$ cat config.mk
export PLATFORM = sky130hd
export DESIGN_NAME = codec_reg_frontend
export DESIGN_NICKNAME = d
export VERILOG_FILES = /design/src/rtl/codec_reg_frontend.sv
export SDC_FILE = /design/constraint.sdc
export NUM_CORES = 1
export LEC_CHECK = 0
export CORE_MARGIN = 2
export CORE_UTILIZATION = 60
export CTS_BUF_LIST = sky130_fd_sc_hd__clkbuf_8
export CTS_CLUSTER_SIZE = 28
export DETAILED_ROUTE_END_ITERATION = 10
export PLACE_DENSITY = 0.86
export RECOVER_POWER = 100
export SLEW_MARGIN = 20
export SYNTH_ARGS = -nofsm -noshare
export SYNTH_HDL_FRONTEND = slang
export SYNTH_SLANG_ARGS = --single-unit
$ cat constraint.sdc
create_clock -name clk -period 5.4 [get_ports clk]
set_clock_uncertainty 0.15 [all_clocks]
set_input_delay 1.62 -clock clk [delete_from_list [all_inputs] [get_ports clk]]
set_output_delay 1.62 -clock clk [all_outputs]
set_load 0.02 [all_outputs]
$ cat src/rtl/codec_reg_frontend.sv
module codec_reg_frontend #(
  parameter int DW    = 16,
  parameter int DEPTH = 16,
  parameter int CAW   = 7
) (
  input  logic          clk,
  input  logic          rst_n,
  input  logic          bus_sel,
  input  logic          bus_we,
  input  logic [4:0]    bus_addr,
  input  logic [31:0]   bus_wdata,
  output logic [31:0]   bus_rdata,
  output logic          cdc_req,
  output logic          cdc_rd,
  output logic [CAW-1:0] cdc_addr,
  output logic [DW-1:0] cdc_wdata,
  input  logic          cdc_ack,
  input  logic [DW-1:0] cdc_rdata,
  input  logic          cdc_ready,
  input  logic          pb_pull,
  output logic [DW-1:0] pb_sample,
  input  logic          cap_push,
  input  logic [DW-1:0] cap_sample
);
  localparam int PW = $clog2(DEPTH);
  localparam int CW = PW + 1;
  localparam logic [CW-1:0] FULL = CW'(DEPTH);
  localparam logic [CW-1:0] HALF = CW'(DEPTH / 2);

  wire       bwr  = bus_sel & bus_we;
  wire       brd  = bus_sel & ~bus_we;
  wire [2:0] widx = bus_addr[4:2];

  logic [DW-1:0] pb_mem [DEPTH];
  logic [PW-1:0] pb_wp, pb_rp;
  logic [CW-1:0] pb_cnt;
  logic [DW-1:0] cap_mem [DEPTH];
  logic [PW-1:0] cap_wp, cap_rp;
  logic [CW-1:0] cap_cnt;
  logic          underrun, busy, done, rst_pend, rdy;
  logic [CAW:0]  acc_addr;
  logic [DW-1:0] wdat_r, rdat_r;

  wire pb_push  = bwr && widx == 3'd0 && pb_cnt != FULL;
  wire pb_pop   = pb_pull && pb_cnt != '0;
  wire cap_wr   = cap_push && cap_cnt != FULL;
  wire cap_pop  = brd && widx == 3'd1 && cap_cnt != '0;
  wire clr_pb   = bwr && widx == 3'd3 && bus_wdata[0];
  wire clr_cap  = bwr && widx == 3'd3 && bus_wdata[1];
  wire launch   = bwr && widx == 3'd4 && !busy;
  wire launch_r = launch && !bus_wdata[CAW] && bus_wdata[CAW-1:0] == '0;

  always_ff @(posedge clk) begin
    if (pb_push) pb_mem[pb_wp] <= bus_wdata[DW-1:0];
    if (cap_wr)  cap_mem[cap_wp] <= cap_sample;
  end

  always_ff @(posedge clk) begin
    if (!rst_n) begin
      pb_wp <= '0; pb_rp <= '0; pb_cnt <= '0;
    end else if (clr_pb) begin
      pb_wp <= '0; pb_rp <= '0; pb_cnt <= '0;
    end else begin
      if (pb_push) pb_wp <= pb_wp + 1'b1;
      if (pb_pop)  pb_rp <= pb_rp + 1'b1;
      pb_cnt <= pb_cnt + CW'(pb_push) - CW'(pb_pop);
    end
  end

  always_ff @(posedge clk) begin
    if (!rst_n) begin
      cap_wp <= '0; cap_rp <= '0; cap_cnt <= '0;
    end else if (clr_cap) begin
      cap_wp <= '0; cap_rp <= '0; cap_cnt <= '0;
    end else begin
      if (cap_wr)  cap_wp <= cap_wp + 1'b1;
      if (cap_pop) cap_rp <= cap_rp + 1'b1;
      cap_cnt <= cap_cnt + CW'(cap_wr) - CW'(cap_pop);
    end
  end

  always_ff @(posedge clk) begin
    if (!rst_n) begin
      pb_sample <= '0;
      underrun  <= 1'b0;
    end else begin
      if (pb_pull) pb_sample <= pb_pop ? pb_mem[pb_rp] : '0;
      if (pb_pull && pb_cnt == '0) underrun <= 1'b1;
      else if (pb_push)            underrun <= 1'b0;
    end
  end

  always_ff @(posedge clk) begin
    if (!rst_n) begin
      busy <= 1'b0; done <= 1'b0; rst_pend <= 1'b0; rdy <= 1'b0;
      acc_addr <= '0; wdat_r <= '0; rdat_r <= '0; cdc_wdata <= '0;
    end else begin
      if (bwr && widx == 3'd6) wdat_r <= bus_wdata[DW-1:0];
      if (launch) begin
        busy      <= 1'b1;
        done      <= 1'b0;
        acc_addr  <= bus_wdata[CAW:0];
        cdc_wdata <= wdat_r;
        rst_pend  <= launch_r;
      end else if (busy && cdc_ack) begin
        busy     <= 1'b0;
        done     <= 1'b1;
        rst_pend <= 1'b0;
        if (acc_addr[CAW]) rdat_r <= cdc_rdata;
      end
      rdy <= cdc_ready && !rst_pend && !launch_r;
    end
  end

  assign cdc_req  = busy;
  assign cdc_rd   = acc_addr[CAW];
  assign cdc_addr = acc_addr[CAW-1:0];

  wire [6:0] status = {underrun, rdy, done, cap_cnt == '0, cap_cnt == FULL,
                       pb_cnt >= HALF, pb_cnt == FULL};

  always_comb begin
    case (widx)
      3'd1:    bus_rdata = (cap_cnt != '0) ? 32'(cap_mem[cap_rp]) : '0;
      3'd2:    bus_rdata = 32'(status);
      3'd4:    bus_rdata = 32'(acc_addr);
      3'd5:    bus_rdata = 32'(rdat_r);
      3'd6:    bus_rdata = 32'(wdat_r);
      default: bus_rdata = '0;
    endcase
  end

  assert_req_held_R3: assert property (@(posedge clk) disable iff (!rst_n)
    cdc_req && !cdc_ack |=> cdc_req && $stable(cdc_addr) && $stable(cdc_wdata) && $stable(cdc_rd));
  assert_done_on_ack_R5: assert property (@(posedge clk) disable iff (!rst_n)
    cdc_req && cdc_ack |=> !cdc_req && status[4]);
  assert_ready_held_R6: assert property (@(posedge clk) disable iff (!rst_n)
    launch_r |=> !status[5]);
  assert_no_overflow_R7: assert property (@(posedge clk) disable iff (!rst_n)
    pb_cnt <= FULL && cap_cnt <= FULL);
  assert_underrun_zero_R8: assert property (@(posedge clk) disable iff (!rst_n)
    pb_pull && pb_cnt == '0 |=> underrun && pb_sample == '0);
  assert_underrun_sticky_R9: assert property (@(posedge clk) disable iff (!rst_n)
    underrun && !pb_push |=> underrun);
endmodule

==> impl_metrics.toml <==
[pwr]
p_per_area_mw_per_mm2 = 369.8
p_leak_nw = 9.372
p_total_mw = 10.44
peakVddDrop_mv = 0.2607

[timing]
fin_crit_sh_pct = 99.76
worst_pin_slew_ns = 1.947
fmax_ghz = 0.1856
drv_slew = 31
max-slew-margin-rel_pct = -30.98
layout_min_cycle_time_ns = 5.387
hold_ws_ns = 0.3134
setup_violations = 0
setup_ws_ns = 0.01308
timing.final.hold_violations = 0
tns_ns = 0
rsz0062_at_grt = "no"

[floorplan]
die_h_um = 206.9
start_util_pct = 60.63
die_area_mm2 = 0.04281
coreArea_mm2 = 0.04074
ios = 150
die_width_um = 206.9
rows = 74

[route]
drtIter0Drc = 1484
ant_nets = 0
wl_per_cell_um = 24.73
via_count = 13500
drc_errors = 0
totalWireLength_um = 53980
firstDrtPassIters = 8
routed_via_density = 6.183

[cells_and_area]
synthToLayoutAreaGrowth_pct = 14.32
seqCellArea_mm2 = 0.01761
layout.nets = 1685
multi_input_area_mm2 = 0.006584
fill_cells = 2521
layout-drive-gt1-share_pct = 18.53
fin_area_mm2 = 0.02824
antenna_cells = 0
final_util_pct = 69.32
final_cells = 2183

[cts]
clock_latency_ns = 0.66
post_cts_buffers = 0
cts_buffers = 94
cts.reportedPaths.clkPinSlew_ns = 0.06
root_buffer = "clkbuf_8"
cts_hold_buf = 0
cts_tree = "done"
clockBufferDepth = 3
h-tree-depth = 3
cts_sinks = 623

[global_routing]
grt_max_degree = 64
grt_pass1_vias = 13930
antenna_found_initial = 4
gr-total-overflow = 0
grt_usage_pct = 25.77
grt_pass1_wl_um = 80980

[logic_synthesis]
synth_largest_area_cell = "edfxtp_1"
yosys.cell_count.top_type = "edfxtp_1"
syn-mean-instance-area_um2 = 17.89
synth_top_family_by_area = "multiplexers"
synthAdderAreaFrac_pct = 1.276
synth.area.top_cells = "edfxtp_1 62%, mux4_2 9.9%, dfxtp_1 9.0%"
synth_cells = 1381
synth.ff_latch_count = 623
synth_edf_count = 512
synth_top_area_share_pct = 62.24
syn_area_mm2 = 0.02470
synth-async-reset-ratio_pct = 0
synth_flop_cell = "edfxtp_1"
synthSimpleGateAreaFrac_pct = 5.162
synthMuxAreaShare_pct = 15.81
synth-compound-area-share_pct = 3.551
yosys_warnings = 0
synth-seq-area-share_pct = 71.24
synth_common_cells = "512 x edfxtp_1, 112 x nand2_1, 111 x dfxtp_1, 109 x mux4_2, 70 x nor2_1"
synth_xor_area_share_pct = 0.6382
synth_cell_types = 59

[worst_setup_path]
critPathArrivalTime_ns = 3.62
worst-setup-path-type = "input port to output port"
critPathRequiredTime_ns = 3.63
end_kind = "output port"
start_kind = "input port"
cp_max_fo = 4

[run]
max_cap_viol_count = 2

[placed_design]
pre_cts_ws_ns = -0.2765
dp_hpwl_um = 33960
place_inst = 2020
postPlaceCellArea_mm2 = 0.02669
port_buffers = 115
globalplace.congestion = 0.8564

[min_path]
hold_path_class = "register to register"

[outcome]
violations = "capacitance limit, slew limit"
status = "finished, violations left"
[layout make-up]
| class | count | area share, % |
|---|---|---|
| clock buffers | 100 | 4.874 |
| clock inverters | 63 | 1.475 |
| inverters | 14 | 0.1861 |
| multi-input cells | 665 | 23.32 |
| flip-flops and latches | 623 | 62.36 |
| well taps | 532 | 2.357 |
| repair buffers | 186 | 5.432 |
[where the power goes]
part / internal [mW] / switching [mW] / leakage [nW]
Clock: 1.95 / 1.75 / 1.01
Sequential: 5.34 / 0.188 / 5.52
Combinational: 0.621 / 0.598 / 2.85
[sequential cells by signal, indices dropped and copies added, names as in the netlist, 4 cells and up, named ones only]
name,flops
pb_sample,16
acc_addr,8
cdc_wdata,16
pb_rp,4
cap_cnt,5
pb_mem,256
pb_cnt,5
cap_rp,4
wdat_r,16
rdat_r,16
pb_wp,4
cap_wp,4
cap_mem,256
[cells in the final DEF, fill, tap and decap left out, types with 42 or more instances in the layout]
master         synthesis  layout
mux4_2               109     109
nor2_1                70      71
dlygate4sd3_1          0      76
clkbuf_8               1     100
nand2_1              112     113
dfxtp_1              111     105
mux2i_1               58      58
clkbuf_1              35      43
a21boi_0              41      42
edfxtp_1             512     512
[critical path, cell delays in order]
cell	delay, ns
clkdlybuf4s50_1	0.52
buf_4	0.15
mux2_2	0.33
a22oi_1	0.19
o21ai_1	0.14
a211o_1	0.32
dlygate4sd2_1	0.34
[per-layer routing]
layer	wire length (um)	vias up	GRT usage, %
met1	19430	6885	31.53
met4	1381	6	8.080
met5	38	-	0
li1	-	5810	-
met2	28860	675	46.32
met3	4273	121	5.118
[final timing paths]
| path | cells past startpoint | to | slack, ns | from |
|---|---|---|---|---|
| setup / recovery | 7 | bus_rdata[6] | 0.01 | bus_addr[4] |
| hold / removal | 2 | cdc_wdata[13] | 0.31 | cdc_wdata[13] |
| setup reg to reg | 12 | cap_cnt[4] | 2.20 | cap_cnt[3] |
| hold reg to reg | 2 | cdc_wdata[13] | 0.31 | cdc_wdata[13] |
[repair_timing]
| item | 4_1_cts | 5_1_grt |
|---|---|---|
| gates resized for setup | 17 | 2 |
| gates cloned | 0 | 0 |
| setup endpoints to repair | 16 | 2 |
[cells by family after synthesis]
family	Yosys count
buffers and inverters	108
AOI/OAI and AO/OA	117
xor gates and xnor gates	18
adders and majority gates	24
muxes	219
DFF	623
other	1
and+or+nand+nor	271
Power figures use the tool's default switching activity.
